### config.mk
export PLATFORM = sky130hd
export DESIGN_NAME = vsync_separator
export DESIGN_NICKNAME = d
export VERILOG_FILES = /design/src/rtl/vsync_separator.sv
export SDC_FILE = /design/constraint.sdc
export NUM_CORES = 1
export LEC_CHECK = 0
export BUFFER_PORTS_ARGS = -buffer_cell sky130_fd_sc_hd__buf_2
export CAP_MARGIN = 10
export CORE_MARGIN = 3
export CORE_UTILIZATION = 30
export DETAILED_ROUTE_END_ITERATION = 8
export PLACE_DENSITY_LB_ADDON = 0.3
export SYNTH_ARGS = -nofsm -noshare
export SYNTH_HDL_FRONTEND = slang
export SYNTH_SLANG_ARGS = --single-unit
### constraint.sdc
create_clock -name clk -period 4.35 [get_ports clk]
set_input_delay 0.2175 -clock clk [delete_from_list [all_inputs] [get_ports clk]]
set_output_delay 0.2175 -clock clk [all_outputs]
set_load 0.05 [all_outputs]
### src/rtl/vsync_separator.sv
module vsync_separator #(
  parameter int THR_W       = 8,
  parameter int SYNC_STAGES = 2,
  parameter int ACT_TIMEOUT = 250000
) (
  input  logic             clk,
  input  logic             rst_n,
  input  logic             csync_in,
  input  logic             vsync_pin,
  input  logic [THR_W-1:0] sep_thresh,
  input  logic             src_override,
  input  logic             src_select,
  input  logic             out_noinvert,
  output logic             vsync_out
);
  localparam int TMR_W = $clog2(ACT_TIMEOUT + 1);

  logic [SYNC_STAGES-1:0] cs_pipe;
  logic [SYNC_STAGES:0]   pin_pipe;
  logic [THR_W-1:0]       cnt;
  logic [TMR_W-1:0]       act_timer;
  logic                   sep_q;

  logic cs_s, pin_s, pin_edge, run_done, pin_live, use_sep, src;

  assign cs_s     = cs_pipe[SYNC_STAGES-1];
  assign pin_s    = pin_pipe[SYNC_STAGES-1];
  assign pin_edge = pin_s ^ pin_pipe[SYNC_STAGES];
  assign run_done = ({1'b0, cnt} + (THR_W+1)'(1)) >= {1'b0, sep_thresh};

  always_ff @(posedge clk or negedge rst_n) begin
    if (!rst_n) begin
      cs_pipe  <= '0;
      pin_pipe <= '0;
    end else begin
      cs_pipe  <= {cs_pipe[SYNC_STAGES-2:0], csync_in};
      pin_pipe <= {pin_pipe[SYNC_STAGES-1:0], vsync_pin};
    end
  end

  always_ff @(posedge clk or negedge rst_n) begin
    if (!rst_n) begin
      cnt   <= '0;
      sep_q <= 1'b0;
    end else if (cs_s == sep_q) begin
      cnt <= '0;
    end else if (run_done) begin
      sep_q <= cs_s;
      cnt   <= '0;
    end else begin
      cnt <= cnt + 1'b1;
    end
  end

  always_ff @(posedge clk or negedge rst_n) begin
    if (!rst_n)
      act_timer <= '0;
    else if (pin_edge)
      act_timer <= TMR_W'(ACT_TIMEOUT);
    else if (act_timer != '0)
      act_timer <= act_timer - 1'b1;
  end

  assign pin_live  = pin_edge | (act_timer != '0);
  assign use_sep   = src_override ? src_select : ~pin_live;
  assign src       = use_sep ? sep_q : pin_s;
  assign vsync_out = out_noinvert ? src : ~src;
endmodule

==> flow_summary_export.csv <==
group,metric,value,unit
status,status,"finished, violations left",
status,violations,"hold timing",
sta,clock-skew-final,0.00544,ns
placement,place_congestion,0.734,
power,total_power,752,uW
clock_network,clock_latency,0.28,ns
yosys,yosysUniqueCellTypes,37,
clock_network,post-cts-setup-buffers,0,
grt,grt_pass1_wl,5320,um
drt,drc,0,
sta,tns,0,ns
grt,grt_pass1_vias,1171,
critical_path,reg2reg_from,"cnt[0]$_DFF_PN0_",
clock_network,clock_sinks,32,
sta,finalHoldViolCount,9,
drt,wire_per_inst,11.5,um
drt,ant_nets,0,
drt,via_per_inst,4.65,
sta,fmax,0.329,GHz
power,p_leak,0.884,nW
sta,setup_ws,1.31,ns
die,die_w,82.5,um
cells_and_area,layout-drive-gt1-share,14.0,%
yosys,postSynthCellCount,176,
sta,rsz0062_at_grt,"false",
clock_network,cts_made_buffers,5,
cells_and_area,final_nets,218,
die,num_rows,27,
die,ios,16,
sta,holdWs,-0.00296,ns
placement,dp_hpwl,2200,um
power,powerDensity,383,nW/um^2
cells_and_area,stdcell_count,265,
drt,vias,1231,
clock_network,cts_max_path_buffers,2,
grt,gr-usage-all-layers,10.5,%
placement,pre_cts_ws,1.59,ns
yosys,ys_ff_latch,32,
yosys,synth_nets,201,
cells_and_area,diodes,0,
placement,io_buffers,15,
placement,dp.cells,258,
critical_path,cp-end-kind,"primary output",
flow_run,drv_cap,0,
critical_path,cp.arrival,2.82,ns
power,ir_drop,0.000146,V
critical_path,rr_endpoint,"sep_q$_DFFE_PN0P_",
critical_path,rr_worst_depth,9,
yosys,ys_seq_area_share,45.6,%
sta,slew_viol_final,0,
sta,timing.final.crit_share,69.8,%
sta,max-slew-margin-rel,29.1,%
grt,grt_max_degree,33,
yosys,yosys_warnings,0,
critical_path,path_max_fanout,12,
clock_network,path_clk_slew,0.06,ns
clock_network,hold_buffers,0,
drt,first_pass_iters,4,
drt,wl,3040,um
clock_network,ctsHtreeMaxLevel,2,
critical_path,required,4.13,ns
drt,drt-initial-drc-count,59,
clock_network,cts_tree,"yes",
cells_and_area,num-fill-cells,565,
yosys,netlist_area,1750,um^2
yosys,synth_area_per_cell,9.97,um^2
sta,tightest_slew,1.06,ns
hold_path,hold_class,"in2async",
die,core,5570,um^2
grt,antenna_found_initial,0,
sta,setup-violations-final,0,
die,die_h,82.5,um
critical_path,startpoint_type,"flip-flop",
sta,fin_crit,3.04,ns
critical_path,crit_type,"reg2out",
die,dieArea,6800,um^2
grt,grt_overflow,0,
clock_network,cts_resized,0,
clock_network,root_buffer,"clkbuf_8",
die,start_util,31.5,%
critical_path,worst-r2r-setup-slack,1.88,ns
cells_and_area,area_growth,11.9,%
## worst max path at each step
stage | startpoint | end | slack (ns)
floorplan | act_timer[0]$_DFFE_PN0N_ | vsync_out | 1.26
global placement | act_timer[0]$_DFFE_PN0N_ | vsync_out | 1.64
detailed placement | act_timer[0]$_DFFE_PN0N_ | vsync_out | 1.59
CTS | act_timer[0]$_DFFE_PN0N_ | vsync_out | 1.27
global route | act_timer[0]$_DFFE_PN0N_ | vsync_out | 1.11
finish | act_timer[0]$_DFFE_PN0N_ | vsync_out | 1.31
## metal layers
layer	global-route usage, %	share of wire (%)	routed length (um)	up-vias
li1	-	-	-	644
met1	14.6	51	1570	563
met2	14.5	42	1270	18
met3	3.47	4.2	129	6
met4	4.98	2.4	73	0
met5	0	0	0	-
## sequential cells by signal, summed over array words and instances (netlist names)
| register | cells |
|---|---|
| act_timer | 18 |
| cnt | 8 |
| cs_pipe | 2 |
| pin_pipe | 3 |
| sep_q | 1 |
## power breakdown
group	total (mW)	internal (mW)	leakage [nW]	switching [mW]
Sequential	0.372	0.332	0.392	0.0396
Combinational	0.172	0.0789	0.452	0.0931
Clock	0.207	0.108	0.0410	0.0990
Total	0.752	0.520	0.884	0.232
## logic make-up after synthesis
family / share of synthesized area (%)
AOI/OAI and AO/OA: 10.7
and+or+nand+nor: 20.3
buffers and inverters: 4.28
muxes: 2.43
xor gates and xnor gates: 9.49
DFF: 45.6
adders and majority gates: 7.13
## per-stage QoR
step / cell area, um^2 / util [%]
finish: 1960 / 35.2
global route: 1960 / 35.2
CTS: 1960 / 35.2
detailed placement: 1890 / 33.8
global placement: 1890 / 33.8
floorplan: 1750 / -
## critical path, cell delays in order (launching register included)
cell,delay [ns]
dfrtp_1,0.42
inv_1,0.08
ha_1,0.20
or4b_4,0.53
or2_4,0.32
or2_2,0.34
a31oi_1,0.23
xor2_1,0.15
buf_2,0.27
## cell usage after synthesis
cell type / instances / area [um^2]
dfrtp_1: 32 / 801
nor2_1: 21 / 78.8
inv_1: 11 / 41.3
xor2_1: 11 / 96.3
ha_1: 10 / 125
o21ai_0: 8 / 40.0
xnor2_1: 8 / 70.1
a21oi_1: 7 / 35.0
nor2b_1: 7 / 43.8
nand3_1: 6 / 30.0
and3_1: 5 / 31.3
nor3_1: 5 / 25.0
nand2_1: 4 / 15.0
o211ai_1: 4 / 30.0
clkbuf_1: 3 / 11.3
nor3b_1: 3 / 22.5
or3_1: 3 / 18.8
a211o_1: 2 / 17.5
a211oi_1: 2 / 15.0
a31oi_1: 2 / 12.5
buf_6: 2 / 22.5
mux2_2: 2 / 22.5
mux2i_1: 2 / 20.0
nor4_1: 2 / 12.5
or4_1: 2 / 15.0
a21o_1: 1 / 7.51
nand2b_1: 1 / 6.26
nand3b_1: 1 / 7.51
o21ai_1: 1 / 5.00
o31a_1: 1 / 8.76
o31ai_1: 1 / 7.51
o32ai_1: 1 / 8.76
or2_2: 1 / 6.26
or2_4: 1 / 8.76
or4_4: 1 / 11.3
or4b_1: 1 / 10.0
or4b_4: 1 / 13.8
## cells in the final DEF, fill, tap and decap left out, types with 6 or more instances in the layout
cell type | synthesis | routed
dfrtp_1 | 32 | 32
nor2_1 | 21 | 21
buf_2 | 0 | 15
inv_1 | 11 | 11
xor2_1 | 11 | 11
ha_1 | 10 | 10
xnor2_1 | 8 | 8
o21ai_0 | 8 | 8
a21oi_1 | 7 | 7
nor2b_1 | 7 | 7
nand3_1 | 6 | 6
## cell type report
class | count | area [um^2] | area share (%)
sequential | 32 | 801 | 40.8
timing repair buffer | 15 | 75.1 | 3.82
inverter | 11 | 41.3 | 2.10
tap | 72 | 90.1 | 4.59
clock buffer | 6 | 72.6 | 3.70
multi-input combinational | 128 | 878 | 44.7
clock inverter | 1 | 5.00 | 0.255
Power figures use the tool's default switching activity.
